[src/rtl/abs_pkg.sv]
package abs_pkg;

    typedef enum logic [4:0] {
        S_IDLE,
        S_PRB_SEL,
        S_PRB_WR,
        S_PRB_RD_NS,
        S_PRB_RD_LB,
        S_RESEL0,
        S_RST_CTL_A,
        S_RST_WAIT_A,
        S_RST_SRST,
        S_RST_WAIT_B,
        S_RST_CTL_B,
        S_RDY_POLL,
        S_SIG_SEL,
        S_SIG_RD_NS,
        S_SIG_RD_LB,
        S_SIG_WAIT,
        S_FIN_SEL,
        S_DRN_STAT,
        S_DRN_DATA
    } seq_st_e;

    localparam logic [3:0] RA_DATA   = 4'h0;
    localparam logic [3:0] RA_NSECT  = 4'h2;
    localparam logic [3:0] RA_LBAL   = 4'h3;
    localparam logic [3:0] RA_DEVICE = 4'h6;
    localparam logic [3:0] RA_STATUS = 4'h7;
    localparam logic [3:0] RA_DEVCTL = 4'hE;

    localparam logic [7:0] DEV_SEL_BASE = 8'hA0;
    localparam logic [7:0] SRST_MASK    = 8'h04;
    localparam logic [7:0] PAT_LO       = 8'h55;
    localparam logic [7:0] PAT_HI       = 8'hAA;
    localparam logic [7:0] SIG_ONE      = 8'h01;
    localparam int         BSY_BIT      = 7;
    localparam int         DRQ_BIT      = 3;

    // Probe write k: even k targets sector count, odd k targets LBA low.
    function automatic logic [3:0] probe_addr(input logic [2:0] k);
        return k[0] ? RA_LBAL : RA_NSECT;
    endfunction

    // Pattern pairs (55,AA) (AA,55) (55,AA).
    function automatic logic [7:0] probe_byte(input logic [2:0] k);
        return (k == 3'd0 || k == 3'd3 || k == 3'd4) ? PAT_LO : PAT_HI;
    endfunction

    function automatic logic [7:0] dev_sel(input logic d);
        return DEV_SEL_BASE | {3'b000, d, 4'b0000};
    endfunction

endpackage

[src/rtl/abs_wait_timer.sv]
module abs_wait_timer #(
    parameter int CW = 24
) (
    input  logic          clk,
    input  logic          rst_n,
    input  logic          load,
    input  logic [CW-1:0] value,
    output logic          expired
);
    logic [CW-1:0] cnt_q;

    always_ff @(posedge clk or negedge rst_n) begin
        if (!rst_n) begin
            cnt_q <= '0;
        end else if (load) begin
            cnt_q <= value;
        end else if (cnt_q != '0) begin
            cnt_q <= cnt_q - 1'b1;
        end
    end

    assign expired = (cnt_q == '0);
endmodule

[src/rtl/abs_drain_tally.sv]
module abs_drain_tally #(
    parameter int WORDS = 32768
) (
    input  logic clk,
    input  logic rst_n,
    input  logic clear,
    input  logic bump,
    output logic last
);
    localparam int TW = $clog2(WORDS + 1);

    logic [TW-1:0] cnt_q;

    always_ff @(posedge clk or negedge rst_n) begin
        if (!rst_n) begin
            cnt_q <= '0;
        end else if (clear) begin
            cnt_q <= '0;
        end else if (bump) begin
            cnt_q <= cnt_q + 1'b1;
        end
    end

    // True when the next data read reaches the limit.
    assign last = (cnt_q == TW'(WORDS - 1));
endmodule

[src/rtl/ata_bringup_seq.sv]
module ata_bringup_seq
    import abs_pkg::*;
#(
    parameter int CW          = 24,
    parameter int DRAIN_BYTES = 65536
) (
    input  logic          clk,
    input  logic          rst_n,
    input  logic          start_i,
    input  logic          drain_i,
    input  logic          slave_ok_i,
    input  logic [7:0]    ctl_base_i,
    input  logic [CW-1:0] rst_wait_i,
    input  logic [CW-1:0] retry_wait_i,
    input  logic [CW-1:0] deadline_i,
    output logic          bus_req_o,
    output logic          bus_we_o,
    output logic [3:0]    bus_addr_o,
    output logic [15:0]   bus_wdata_o,
    input  logic          bus_ack_i,
    input  logic [15:0]   bus_rdata_i,
    output logic [1:0]    present_o,
    output logic          done_o,
    output logic          err_o
);
    localparam int DRAIN_WORDS = DRAIN_BYTES / 2;

    seq_st_e       st_q, st_d;
    logic          dev_q, slave_q, try_q, rdy_dev_q;
    logic [2:0]    step_q;
    logic [7:0]    ns_q;
    logic [1:0]    present_q;
    logic          done_q, err_q;

    logic          wt_load, wt_exp, dl_load, dl_exp;
    logic [CW-1:0] wt_val;
    logic          dr_clear, dr_bump, dr_last;
    logic          hit, busy_bit, sig_ok, fin_more;
    logic [7:0]    rd8;
    logic          unused_rd_hi;

    assign hit          = bus_req_o & bus_ack_i;
    assign rd8          = bus_rdata_i[7:0];
    assign busy_bit     = bus_rdata_i[BSY_BIT];
    assign sig_ok       = (ns_q == SIG_ONE) && (rd8 == SIG_ONE);
    assign fin_more     = ((step_q == 3'd0) && (present_q[1] || present_q[0])) ||
                          ((step_q == 3'd1) && present_q[0]);
    assign unused_rd_hi = ^bus_rdata_i[15:8];

    abs_wait_timer #(.CW(CW)) u_wait (
        .clk(clk), .rst_n(rst_n), .load(wt_load), .value(wt_val), .expired(wt_exp)
    );

    abs_wait_timer #(.CW(CW)) u_dline (
        .clk(clk), .rst_n(rst_n), .load(dl_load), .value(deadline_i), .expired(dl_exp)
    );

    abs_drain_tally #(.WORDS(DRAIN_WORDS)) u_tally (
        .clk(clk), .rst_n(rst_n), .clear(dr_clear), .bump(dr_bump), .last(dr_last)
    );

    // Next state and timer strobes
    always_comb begin
        st_d     = st_q;
        wt_load  = 1'b0;
        wt_val   = rst_wait_i;
        dl_load  = 1'b0;
        dr_clear = 1'b0;
        dr_bump  = 1'b0;
        unique case (st_q)
            S_IDLE: begin
                if (start_i) begin
                    st_d = S_PRB_SEL;
                end else if (drain_i) begin
                    st_d     = S_DRN_STAT;
                    dr_clear = 1'b1;
                end
            end
            S_PRB_SEL:   if (hit) st_d = S_PRB_WR;
            S_PRB_WR:    if (hit && step_q == 3'd5) st_d = S_PRB_RD_NS;
            S_PRB_RD_NS: if (hit) st_d = S_PRB_RD_LB;
            S_PRB_RD_LB: if (hit) st_d = (!dev_q && slave_q) ? S_PRB_SEL : S_RESEL0;
            S_RESEL0:    if (hit) st_d = S_RST_CTL_A;
            S_RST_CTL_A: begin
                if (hit) begin
                    st_d    = S_RST_WAIT_A;
                    wt_load = 1'b1;
                end
            end
            S_RST_WAIT_A: if (wt_exp) st_d = S_RST_SRST;
            S_RST_SRST: begin
                if (hit) begin
                    st_d    = S_RST_WAIT_B;
                    wt_load = 1'b1;
                end
            end
            S_RST_WAIT_B: if (wt_exp) st_d = S_RST_CTL_B;
            S_RST_CTL_B: begin
                if (hit) begin
                    st_d    = S_RDY_POLL;
                    dl_load = 1'b1;
                end
            end
            S_RDY_POLL: begin
                if (hit) begin
                    if (!busy_bit) begin
                        st_d = (rdy_dev_q || !present_q[1]) ? S_FIN_SEL : S_SIG_SEL;
                    end else if (dl_exp) begin
                        st_d = S_IDLE;
                    end
                end
            end
            S_SIG_SEL:   if (hit) st_d = S_SIG_RD_NS;
            S_SIG_RD_NS: if (hit) st_d = S_SIG_RD_LB;
            S_SIG_RD_LB: begin
                if (hit) begin
                    if (sig_ok) begin
                        st_d    = S_RDY_POLL;
                        dl_load = 1'b1;
                    end else begin
                        st_d    = S_SIG_WAIT;
                        wt_load = 1'b1;
                        wt_val  = retry_wait_i;
                    end
                end
            end
            S_SIG_WAIT: begin
                if (wt_exp) begin
                    if (try_q) begin
                        st_d    = S_RDY_POLL;
                        dl_load = 1'b1;
                    end else begin
                        st_d = S_SIG_RD_NS;
                    end
                end
            end
            S_FIN_SEL:  if (hit && !fin_more) st_d = S_IDLE;
            S_DRN_STAT: if (hit) st_d = bus_rdata_i[DRQ_BIT] ? S_DRN_DATA : S_IDLE;
            S_DRN_DATA: begin
                if (hit) begin
                    dr_bump = 1'b1;
                    st_d    = dr_last ? S_IDLE : S_DRN_STAT;
                end
            end
            default: st_d = S_IDLE;
        endcase
    end

    // State register and per-run context
    always_ff @(posedge clk or negedge rst_n) begin
        if (!rst_n) begin
            st_q      <= S_IDLE;
            dev_q     <= 1'b0;
            slave_q   <= 1'b0;
            try_q     <= 1'b0;
            rdy_dev_q <= 1'b0;
            step_q    <= '0;
            ns_q      <= '0;
            present_q <= '0;
            done_q    <= 1'b0;
            err_q     <= 1'b0;
        end else begin
            st_q <= st_d;
            case (st_q)
                S_IDLE: begin
                    if (start_i) begin
                        dev_q     <= 1'b0;
                        slave_q   <= slave_ok_i;
                        try_q     <= 1'b0;
                        rdy_dev_q <= 1'b0;
                        step_q    <= '0;
                        present_q <= '0;
                        done_q    <= 1'b0;
                        err_q     <= 1'b0;
                    end else if (drain_i) begin
                        done_q <= 1'b0;
                        err_q  <= 1'b0;
                    end
                end
                S_PRB_SEL: if (hit) step_q <= '0;
                S_PRB_WR:  if (hit) step_q <= step_q + 3'd1;
                S_PRB_RD_NS, S_SIG_RD_NS: if (hit) ns_q <= rd8;
                S_PRB_RD_LB: begin
                    if (hit) begin
                        present_q[dev_q] <= (ns_q == PAT_LO) && (rd8 == PAT_HI);
                        if (!dev_q && slave_q) dev_q <= 1'b1;
                    end
                end
                S_RDY_POLL: begin
                    if (hit) begin
                        if (!busy_bit) begin
                            step_q <= '0;
                        end else if (dl_exp) begin
                            err_q  <= 1'b1;
                            done_q <= 1'b1;
                        end
                    end
                end
                S_SIG_SEL:  if (hit) rdy_dev_q <= 1'b1;
                S_SIG_WAIT: if (wt_exp) try_q <= 1'b1;
                S_FIN_SEL: begin
                    if (hit) begin
                        step_q <= (step_q == 3'd0 && present_q[1]) ? 3'd1 : 3'd2;
                        if (!fin_more) done_q <= 1'b1;
                    end
                end
                S_DRN_STAT: if (hit && !bus_rdata_i[DRQ_BIT]) done_q <= 1'b1;
                S_DRN_DATA: if (hit && dr_last) done_q <= 1'b1;
                default: ;
            endcase
        end
    end

    // Bus request outputs decoded from state
    always_comb begin
        bus_req_o   = 1'b1;
        bus_we_o    = 1'b0;
        bus_addr_o  = RA_STATUS;
        bus_wdata_o = '0;
        unique case (st_q)
            S_PRB_SEL: begin
                bus_we_o    = 1'b1;
                bus_addr_o  = RA_DEVICE;
                bus_wdata_o = {8'h00, dev_sel(dev_q)};
            end
            S_PRB_WR: begin
                bus_we_o    = 1'b1;
                bus_addr_o  = probe_addr(step_q);
                bus_wdata_o = {8'h00, probe_byte(step_q)};
            end
            S_PRB_RD_NS, S_SIG_RD_NS: bus_addr_o = RA_NSECT;
            S_PRB_RD_LB, S_SIG_RD_LB: bus_addr_o = RA_LBAL;
            S_RESEL0: begin
                bus_we_o    = 1'b1;
                bus_addr_o  = RA_DEVICE;
                bus_wdata_o = {8'h00, dev_sel(1'b0)};
            end
            S_RST_CTL_A, S_RST_CTL_B: begin
                bus_we_o    = 1'b1;
                bus_addr_o  = RA_DEVCTL;
                bus_wdata_o = {8'h00, ctl_base_i};
            end
            S_RST_SRST: begin
                bus_we_o    = 1'b1;
                bus_addr_o  = RA_DEVCTL;
                bus_wdata_o = {8'h00, ctl_base_i | SRST_MASK};
            end
            S_RDY_POLL, S_DRN_STAT: bus_addr_o = RA_STATUS;
            S_SIG_SEL: begin
                bus_we_o    = 1'b1;
                bus_addr_o  = RA_DEVICE;
                bus_wdata_o = {8'h00, dev_sel(1'b1)};
            end
            S_FIN_SEL: begin
                bus_we_o    = 1'b1;
                bus_addr_o  = RA_DEVICE;
                bus_wdata_o = {8'h00, dev_sel(step_q == 3'd1)};
            end
            S_DRN_DATA: bus_addr_o = RA_DATA;
            S_IDLE, S_RST_WAIT_A, S_RST_WAIT_B, S_SIG_WAIT: bus_req_o = 1'b0;
            default: bus_req_o = 1'b0;
        endcase
    end

    assign present_o = present_q;
    assign done_o    = done_q;
    assign err_o     = err_q;
endmodule

[config.mk]
export PLATFORM = sky130hd
export DESIGN_NAME = ata_bringup_seq
export DESIGN_NICKNAME = d
export VERILOG_FILES = /design/src/rtl/abs_pkg.sv /design/src/rtl/abs_wait_timer.sv /design/src/rtl/abs_drain_tally.sv /design/src/rtl/ata_bringup_seq.sv
export SDC_FILE = /design/constraint.sdc
export NUM_CORES = 1
export LEC_CHECK = 0
export BUFFER_PORTS_ARGS = -buffer_cell sky130_fd_sc_hd__buf_2
export CAP_MARGIN = 20
export CORE_UTILIZATION = 50
export CTS_CLUSTER_DIAMETER = 50
export CTS_CLUSTER_SIZE = 12
export DETAILED_ROUTE_END_ITERATION = 10
export GPL_ROUTABILITY_DRIVEN = 0
export PLACE_DENSITY = 0.74
export SETUP_SLACK_MARGIN = 0.1
export SKIP_CTS_REPAIR_TIMING = 1
export SLEW_MARGIN = 40
export SYNTH_ARGS = -nofsm -noshare
export SYNTH_HDL_FRONTEND = slang
export SYNTH_SLANG_ARGS = --single-unit
[constraint.sdc]
create_clock -name clk -period 6.15 [get_ports clk]
set_input_delay 0.3075 -clock clk [delete_from_list [all_inputs] [get_ports clk]]
set_output_delay 0.3075 -clock clk [all_outputs]
set_load 0.02 [all_outputs]
==> results of run 1 <==
## cell families (layout without fill, tap and decap cells)
| kind of cell | count (synthesis) | count (layout) | synth area share (%) |
|---|---|---|---|
| compound gates | 135 | 135 | 16.28 |
| xor+xnor | 50 | 50 | 7.568 |
| fa+ha+maj | 7 | 7 | 1.513 |
| buf+inv | 59 | 153 | 4.713 |
| flops | 88 | 88 | 38.05 |
| mux | 45 | 45 | 8.238 |
| other cells | 1 | 8 | 0.06480 |
| simple gates | 269 | 269 | 23.57 |
## through the flow
step | hold WS [ns] | total power [W] | setup WS (ns) | cells | util [%]
floorplan | 0.01191 | 0.001834 | 3.451 | 661 | -
global placement | 0.1976 | 0.002093 | 2.962 | 874 | 57.89
detailed placement | 0.2067 | 0.002148 | 2.953 | 878 | 58.39
CTS | -0.1630 | 0.002674 | 2.943 | 894 | 60.88
global route | 0.1537 | 0.002865 | 2.791 | 895 | 61.02
finish | 0.1570 | 0.002677 | 2.934 | 895 | 61.02
## cell usage in the layout, fill, tap and decap left out, drive strengths merged, types with 5 or more instances in the layout
cell type	Yosys	routed
nand2b	7	7
or4	8	8
xnor2	27	27
nand4	13	13
conb	1	8
ha	7	7
xor2	23	23
o21ai	30	30
and3	5	5
buf	24	121
nand3	18	18
dfrtp	88	88
nand2	81	81
or3	10	10
a21oi	35	35
mux2i	24	24
inv	15	16
clkbuf	20	12
nor3	24	24
nor2b	7	7
mux2	21	21
o31ai	25	25
nor4	19	19
a211oi	5	5
nor2	57	57
## layout make-up
cell class	count	area (um2)
clock buffer	12	246.5
clock inverter	4	28.78
fill	992	4318
inverter	15	56.30
multi-input combinational	514	3388
sequential	88	2203
tap	140	175.2
timing repair buffer	122	661.9
## critical path, stage by stage, from the launching register on
cell and delay (ns):
dfrtp_1 0.43, or4_4 0.55, or4_4 0.52, nand3b_1 0.55, o32ai_4 0.23, buf_4 0.43, mux2_2 0.39
## per-layer routing
metal	up-vias	GRT usage [%]	share of wire, %
li1	2551	-	-
met2	192	40.43	48
met4	0	6.190	1.1
met5	-	0	0
met1	2497	32.65	45
met3	15	5.572	6.4
## registers in the layout, summed over array words and instances (netlist names), 2 cells and up
name,count
ns_q,8
st_q,5
present_o,2
u_dline.cnt_q,24
u_tally.cnt_q,16
step_q,3
u_wait.cnt_q,24
## worst paths after layout
check                                      from           endpoint  cells past startpoint
worst max-delay path            u_wait.cnt_q[6]   u_dline.cnt_q[1]                      6
worst min-delay path             deadline_i[15]  u_dline.cnt_q[15]                      3
worst max register to register  u_wait.cnt_q[6]   u_dline.cnt_q[1]                      6
worst min register to register          ns_q[0]            ns_q[0]                      1
max in group asynchronous                 rst_n            st_q[2]                      3
min in group asynchronous                 rst_n            ns_q[6]                      2
## power breakdown
group          internal [W]  total (W)  leakage (nW)  switching [W]
Combinational      0.000492    0.00112          1.66       0.000624
Sequential         0.000786    0.00105          1.08       0.000264
Clock              0.000286   0.000510         0.129       0.000224
==> results.py, run 1 <==
metrics = {
    "synthesis": {
        "synth_edf_count": 0,
        "synth-seq-area-share_pct": 38.05,
        "synth_area_mm2": 0.005787,
        "yosys_warnings": 0,
        "synth_top_area_share_pct": 38.05,
        "post_synth.cell_area_avg_um2": 8.848,
        "yosysTopAreaCell": "dfrtp_1",
        "synth_seq_cells": 88,
        "synthTopCellsByArea": "dfrtp_1 (38%), nand2_1 (5.3%), mux2i_1 (4.2%)",
        "synth_flop_cell": "dfrtp_1",
        "syn_inst": 654,
        "synth.distinct_cells": 70,
        "synth_common_cells": "dfrtp_1 (88), nand2_1 (81), nor2_1 (56)",
        "synth.most_common_cell": "dfrtp_1",
        "async_flop_share_pct": 100.0,
    },
    "floorplanning": {
        "dieArea_mm2": 0.01201,
        "fp.dieH_um": 109.6,
        "num_rows": 38,
        "initial_core_util_pct": 52.24,
        "die_w_um": 109.6,
        "core_area_mm2": 0.01108,
        "pin_count": 128,
    },
    "sta": {
        "worstMarginPinSlew_ns": 0.8295,
        "setup_viol": 0,
        "slew-limit-headroom_pct": 44.70,
        "rsz0062_at_grt": "no",
        "tns_ns": 0,
        "min_period_ns": 3.216,
        "skew_ns": 0.006473,
        "fmax_ghz": 0.3109,
        "slew_viol_final": 0,
        "finalHoldViolCount": 0,
        "period_share_pct": 52.30,
    },
    "route": {
        "routed_wl_mm": 13.92,
        "drc": 0,
        "wl_per_cell_um": 15.55,
        "avgViaCountPerCell": 5.872,
        "drt_first_iter_violations": 322,
        "ant_nets": 0,
        "route.vias.total": 5255,
        "drt_first_pass_iters": 6,
    },
    "clock_tree": {
        "cts_tree": "built",
        "clock_latency_ns": 0.35,
        "h-tree-depth": 3,
        "clockBufferDepth": 2,
        "cts.sinks": 88,
        "clk_pin_slew_ns": 0.06,
        "root_buffer": "clkbuf_16",
        "numCtsBuffers": 9,
    },
    "global_route": {
        "grtUsageTotal_pct": 24.55,
        "overflow": 0,
        "grt_pass1_wl_mm": 22.99,
        "grt_max_degree": 70,
        "antenna_found_initial": 0,
        "grt_pass1_vias": 4888,
    },
    "setup_path": {
        "crit_arrival_ns": 3.45,
        "crit_type": "reg -> reg",
        "start_kind": "flip-flop",
        "critPathCaptureType": "flip-flop",
        "required_ns": 6.38,
        "crit_fanout": 47,
        "r2r_setup_slack_ns": 2.93,
    },
    "cells_and_area": {
        "drive_above_1_share_pct": 23.31,
        "n_antenna_cell": 0,
        "final_nets": 859,
        "final_cell_area_mm2": 0.006760,
        "area_growth_pct": 16.82,
    },
    "placed_design": {
        "place.detailed.hpwl_mm": 9.921,
        "io_buffers": 111,
        "placed_area_mm2": 0.006469,
    },
    "pwr": {
        "p_per_area_mw_per_mm2": 396.0,
        "leakage_nw": 2.867,
        "vdd_drop_max_v": 0.0002841,
    },
    "worst_hold_path": {
        "hp-class": "in -> reg",
    },
    "run": {
        "drv_cap": 0,
    },
    "run_status": {
        "status": "complete, no violations",
    },
}
Power figures use the tool's default switching activity.
==> run 2, diff against run 1 <==
--- a/config.mk
+++ b/config.mk
@@ -12,7 +12,7 @@
 export CTS_CLUSTER_SIZE = 12
 export DETAILED_ROUTE_END_ITERATION = 10
 export GPL_ROUTABILITY_DRIVEN = 0
-export PLACE_DENSITY = 0.74
+export PLACE_DENSITY = 0.77
 export SETUP_SLACK_MARGIN = 0.1
 export SKIP_CTS_REPAIR_TIMING = 1
 export SLEW_MARGIN = 40
==> constraint.sdc (replaced) <==
create_clock -name clk -period 2.7 [get_ports clk]
set_input_delay 0.135 -clock clk [delete_from_list [all_inputs] [get_ports clk]]
set_output_delay 0.135 -clock clk [all_outputs]
set_load 0.02 [all_outputs]
==> run 2 against run 1 <==
  * The run now ends with negative hold slack left
  * Sequential share of layout area is 1.5 points lower
  * Count of clock-buffer cells in the layout is 1 higher
  * Cell area is 4.9% higher
  * Clock power grew to 2.5 times the previous value
  * Wire length is 6.7% higher
  * Sequential power is 120% higher
  * Combinational power grew to 2.6 times the previous value
  * Largest cell class unchanged
==> results.py, run 2 (synthesis gave the netlist of run 1 again) <==
metrics = {
    "setup_path": {
        "path_delay_family": "simple AND/OR/NAND/NOR gates",
        "worstPathCellList": "or3_1 > or4_4 > nand3b_1 > buf_4 > and4b_1 > xnor2_1 > mux2i_1",
        "required_ns": 2.93,
        "crit_slowest_cell": "or4_4",
        "crit_fanout": 11,
        "crit_type": "reg -> reg",
        "critPathCaptureType": "flip-flop",
        "cp_slowest_stage_delay_ns": 0.58,
        "crit_arrival_ns": 2.77,
        "cp_num_buf_inv": 1,
        "start_kind": "flip-flop",
    },
    "pwr": {
        "pwr-share-comb_pct": 44.2,
        "vdd_drop_max_v": 0.0004743,
        "power.switching_w": 0.002600,
        "p_per_area_mw_per_mm2": 912.3,
        "leakage_nw": 3.063,
        "seq_power_share_pct": 35.9,
        "power.share.clock_pct": 19.9,
        "p_sw_share_pct": 40.20,
        "intPower_w": 0.003867,
    },
    "cells_and_area": {
        "n_antenna_cell": 0,
        "nFillCells": 941,
        "final_nets": 892,
        "final_cell_mix": "buf_2 (110), dfrtp_1 (88), nand2_1 (81)",
        "final_common_cell": "buf_2",
        "area_growth_pct": 22.51,
        "drive_above_1_share_pct": 26.18,
        "reg_top3": "u_dline.cnt_q x24, u_wait.cnt_q x24, u_tally.cnt_q x16",
    },
    "route": {
        "drt_first_pass_iters": 7,
        "routed_wl_mm": 14.86,
        "ant_nets": 0,
        "drt_first_iter_violations": 436,
        "route.vias.total": 5451,
        "drc": 0,
        "wl_per_cell_um": 16.02,
        "avgViaCountPerCell": 5.880,
    },
    "worst_hold_path": {
        "hp-class": "in -> reg",
    },
    "placed_design": {
        "preCtsSetupSlack_ns": 0.06708,
        "io_buffers": 111,
        "place.detailed.hpwl_mm": 10.55,
    },
    "run": {
        "drv_cap": 0,
    },
    "global_route": {
        "grtUsageTotal_pct": 25.86,
        "overflow": 0,
        "grt_pass1_vias": 5136,
        "antenna_found_initial": 0,
        "grt_max_degree": 47,
        "grt_pass1_wl_mm": 23.96,
    },
    "run_status": {
        "status": "complete, but fails checks",
        "violations": "negative hold slack",
    },
    "clock_tree": {
        "cts.sinks": 88,
        "clock_latency_ns": 0.35,
        "numCtsBuffers": 9,
        "h-tree-depth": 3,
        "clk_pin_slew_ns": 0.06,
        "clockBufferDepth": 2,
        "cts_tree": "built",
        "root_buffer": "clkbuf_16",
    },
    "sta": {
        "tns_ns": 0,
        "hold_slack_ns": -0.01905,
        "fmax_ghz": 0.3939,
        "rsz0062_at_grt": "yes",
        "period_share_pct": 94.03,
        "min_period_ns": 2.539,
        "finalHoldViolCount": 10,
        "skew_ns": 0.008554,
        "slew_viol_final": 0,
        "worstMarginPinSlew_ns": 0.5338,
        "slew-limit-headroom_pct": 64.09,
        "setup_viol": 0,
        "layout_setup_ws_ns": 0.1611,
    },
    "floorplanning": {
        "fp.dieH_um": 109.6,
        "num_rows": 38,
        "pin_count": 128,
        "die_w_um": 109.6,
        "initial_core_util_pct": 52.24,
        "dieArea_mm2": 0.01201,
        "core_area_mm2": 0.01108,
    },
}
-- run 2: area by class of cell --
cell class	count	area (um2)	area share [%]
clock inverter	2	37.54	0.5295
sequential	88	2202	31.06
clock buffer	13	270.3	3.812
multi-input combinational	514	3391	47.83
inverter	15	56.30	0.7942
timing repair buffer	155	957.2	13.50
tap	140	175.2	2.471
-- run 2: power by group through the flow --
stage          sequential (W)  combinational (W)  clock [W]
3_3_place_gp          0.00227            0.00267          0
3_5_place_dp          0.00230            0.00277          0
6_report              0.00232            0.00286    0.00129
5_1_grt               0.00239            0.00313    0.00137
2_1_floorplan         0.00216            0.00202          0
4_1_cts               0.00230            0.00279    0.00132
-- run 2: layer usage --
metal	up-vias	part of all wire, %	global-route usage (%)	routed length [um]
li1	2604	-	-	-
met1	2594	44	33.46	6480
met2	222	48	42.09	7103
met3	31	5.8	4.209	859
met4	0	2.8	12.67	410
met5	-	0	0	0
-- run 2: worst register-to-register path, stage by stage (launching register included) --
cell	delay, ns
dfrtp_1	0.42
or3_1	0.44
or4_4	0.58
nand3b_1	0.28
buf_4	0.24
and4b_1	0.21
xnor2_1	0.16
mux2i_1	0.09
-- run 2: worst paths after layout --
path,start,cells past startpoint,slack [ns],to
setup / recovery,u_wait.cnt_q[3],7,0.16,u_wait.cnt_q[19]
hold / removal,deadline_i[8],3,-0.02,u_dline.cnt_q[8]
setup reg to reg,u_wait.cnt_q[3],7,0.16,u_wait.cnt_q[19]
hold reg to reg,ns_q[5],1,0.52,ns_q[5]
max in group asynchronous,rst_n,3,1.66,u_wait.cnt_q[1]
min in group asynchronous,rst_n,2,0.30,ns_q[3]
-- run 2: stage by stage --
step	power, W	cells	utilization [%]	cell area, um2
2_1_floorplan	0.004178	661	-	5813
3_5_place_dp	0.005074	903	60.20	6669
3_3_place_gp	0.004946	903	60.20	6669
4_1_cts	0.006410	918	62.98	6977
5_1_grt	0.006884	927	63.99	7089
6_report	0.006467	927	63.99	7089
==> run 3, diff against run 2 <==
--- a/config.mk
+++ b/config.mk
@@ -5,14 +5,15 @@
 export SDC_FILE = /design/constraint.sdc
 export NUM_CORES = 1
 export LEC_CHECK = 0
-export BUFFER_PORTS_ARGS = -buffer_cell sky130_fd_sc_hd__buf_2
 export CAP_MARGIN = 20
+export CORE_ASPECT_RATIO = 0.7
 export CORE_UTILIZATION = 50
 export CTS_CLUSTER_DIAMETER = 50
 export CTS_CLUSTER_SIZE = 12
 export DETAILED_ROUTE_END_ITERATION = 10
+export DONT_BUFFER_PORTS = 1
 export GPL_ROUTABILITY_DRIVEN = 0
-export PLACE_DENSITY = 0.77
+export PLACE_DENSITY = 0.68
 export SETUP_SLACK_MARGIN = 0.1
 export SKIP_CTS_REPAIR_TIMING = 1
 export SLEW_MARGIN = 40
==> run 3 against run 2 <==
  * The run still ends with negative hold slack left
  * Clock power is essentially flat
  * First-iteration DRC count grew 8.3%
  * Sequential share of layout area grew 0.46 points
  * Clock skew shrank 0.0038 ns
  * Register-to-register slack lost 0.03 ns
  * Global-route usage shrank 1.4 points
  * Die area is essentially flat
  * Count of clock-buffer cells in the layout grew 1
  * Via count shrank 5.6%
  * Fmax shrank 1.1%
  * Sequential power is essentially flat
==> results.py, run 3 (synthesis gave the netlist of run 1 again) <==
metrics = {
    "run_status": {
        "status": "complete, but fails checks",
        "violations": "negative hold slack",
    },
    "pwr": {
        "leakage_nw": 2.828,
        "p_per_area_mw_per_mm2": 904.1,
        "power.total_w": 0.006315,
        "vdd_drop_max_v": 0.0007723,
    },
    "sta": {
        "rsz0062_at_grt": "yes",
        "period_share_pct": 95.08,
        "skew_ns": 0.004731,
        "min_period_ns": 2.567,
        "hold_slack_ns": -0.01139,
        "finalHoldViolCount": 3,
        "slew-limit-headroom_pct": 61.42,
        "fmax_ghz": 0.3895,
        "setup_viol": 0,
        "worstMarginPinSlew_ns": 0.5734,
        "tns_ns": 0,
        "slew_viol_final": 0,
    },
    "clock_tree": {
        "root_buffer": "clkbuf_16",
        "clock_latency_ns": 0.34,
        "clk_pin_slew_ns": 0.06,
        "clockBufferDepth": 2,
        "cts_tree": "built",
        "h-tree-depth": 3,
        "cts.sinks": 88,
        "numCtsBuffers": 9,
    },
    "setup_path": {
        "reg2regPathDepth": 8,
        "crit_type": "reg -> reg",
        "crit_fanout": 8,
        "r2r-start": "u_wait.cnt_q[7]",
        "crit_arrival_ns": 2.80,
        "r2r_setup_slack_ns": 0.13,
        "critPathCaptureType": "flip-flop",
        "start_kind": "flip-flop",
        "required_ns": 2.94,
        "timing.rr.end": "u_dline.cnt_q[13]",
    },
    "placed_design": {
        "io_buffers": 0,
        "placed_area_mm2": 0.006160,
        "place.detailed.hpwl_mm": 10.21,
    },
    "cells_and_area": {
        "n_antenna_cell": 0,
        "fin_util_pct": 62.76,
        "final_common_cell": "dfrtp_1",
        "final_nets": 824,
        "final_cell_mix": "dfrtp_1 (88), nand2_1 (81), nor2_1 (56)",
        "drive_above_1_share_pct": 15.28,
        "area_growth_pct": 20.71,
        "reg_top3": "u_dline.cnt_q x24, u_wait.cnt_q x24, u_tally.cnt_q x16",
        "final_cell_area_mm2": 0.006985,
    },
    "global_route": {
        "grtUsageTotal_pct": 24.48,
        "antenna_found_initial": 0,
        "grt_max_degree": 89,
        "grt_pass1_vias": 4572,
        "overflow": 0,
        "grt_pass1_wl_mm": 22.87,
    },
    "route": {
        "wl_per_cell_um": 16.93,
        "drt_first_iter_violations": 472,
        "drt_first_pass_iters": 5,
        "avgViaCountPerCell": 5.892,
        "route.vias.total": 5144,
        "drc": 0,
        "routed_wl_mm": 14.78,
        "ant_nets": 0,
    },
    "run": {
        "drv_cap": 0,
    },
    "worst_hold_path": {
        "holdPathStages": 2,
        "hp-class": "in -> reg",
        "hold_path_end": "u_wait.cnt_q[2]",
        "min-delay-start": "rst_wait_i[2]",
    },
    "floorplanning": {
        "dieArea_mm2": 0.01202,
        "initial_core_util_pct": 51.99,
        "num_rows": 32,
        "core_area_mm2": 0.01113,
        "fp.dieH_um": 92.01,
        "die_w_um": 130.6,
        "pin_count": 128,
    },
}
==> run 3: changes by cell type in the layout (fill, tap and decap cells not counted), sizes merged <==
cell         before  now
clkinv            0    2
buf             150   51
clkinvlp          1    0
clkbuf           14   15
dlygate4sd3       4   35
bufinv            1    0
==> run 3: how the worst max path moves through the flow <==
stage	from	slack (ns)	depth (start not counted)	to
2_1_floorplan	u_wait.cnt_q[7]	0.13	7	st_q[4]
3_3_place_gp	u_wait.cnt_q[7]	0.10	6	st_q[4]
3_5_place_dp	u_wait.cnt_q[7]	0.05	6	st_q[4]
4_1_cts	u_wait.cnt_q[7]	0.03	6	st_q[4]
5_1_grt	u_wait.cnt_q[7]	0.03	6	st_q[4]
6_report	u_wait.cnt_q[7]	0.13	8	u_dline.cnt_q[13]
==> run 3: worst max-delay path, cell delays in order (launching register included) <==
cell	delay, ns
dfrtp_1	0.38
or4_4	0.55
or4_4	0.51
nand3b_1	0.32
o32ai_4	0.21
buf_6	0.16
buf_6	0.12
a211oi_2	0.04
a21o_1	0.16
==> run 3: per-stage QoR <==
stage	worst slack (ns)	instances
after floorplan	0.1260	661
after global placement	0.1006	811
after global routing	0.03362	873
after detailed placement	0.04972	811
final	0.1327	873
after CTS	0.03354	827
==> run 3: final cells by class <==
cell class / instances / area (um2)
clock buffers: 14 / 294.0
flip-flops and latches: 88 / 2202
clock inverters: 2 / 10.01
repair buffers: 87 / 834.6
well taps: 153 / 191.4
multi-input cells: 514 / 3397
inverters: 15 / 56.30
fillers: 932 / 4145
==> run 3: where the power goes <==
group | switching, W | total [W] | internal (W)
registers | 0.000542 | 0.00233 | 0.00179
logic | 0.00151 | 0.00272 | 0.00121
clock network | 0.000514 | 0.00126 | 0.000747
total | 0.00257 | 0.00632 | 0.00375
==> run 3: per-layer routing <==
layer / GRT usage [%] / share of wire [%] / vias up
met1: 35.98 / 47 / 2454
met5: 0 / 0 / -
met4: 7.375 / 1.5 / 0
met3: 6.184 / 6.7 / 18
li1: - / - / 2479
met2: 34.96 / 45 / 193
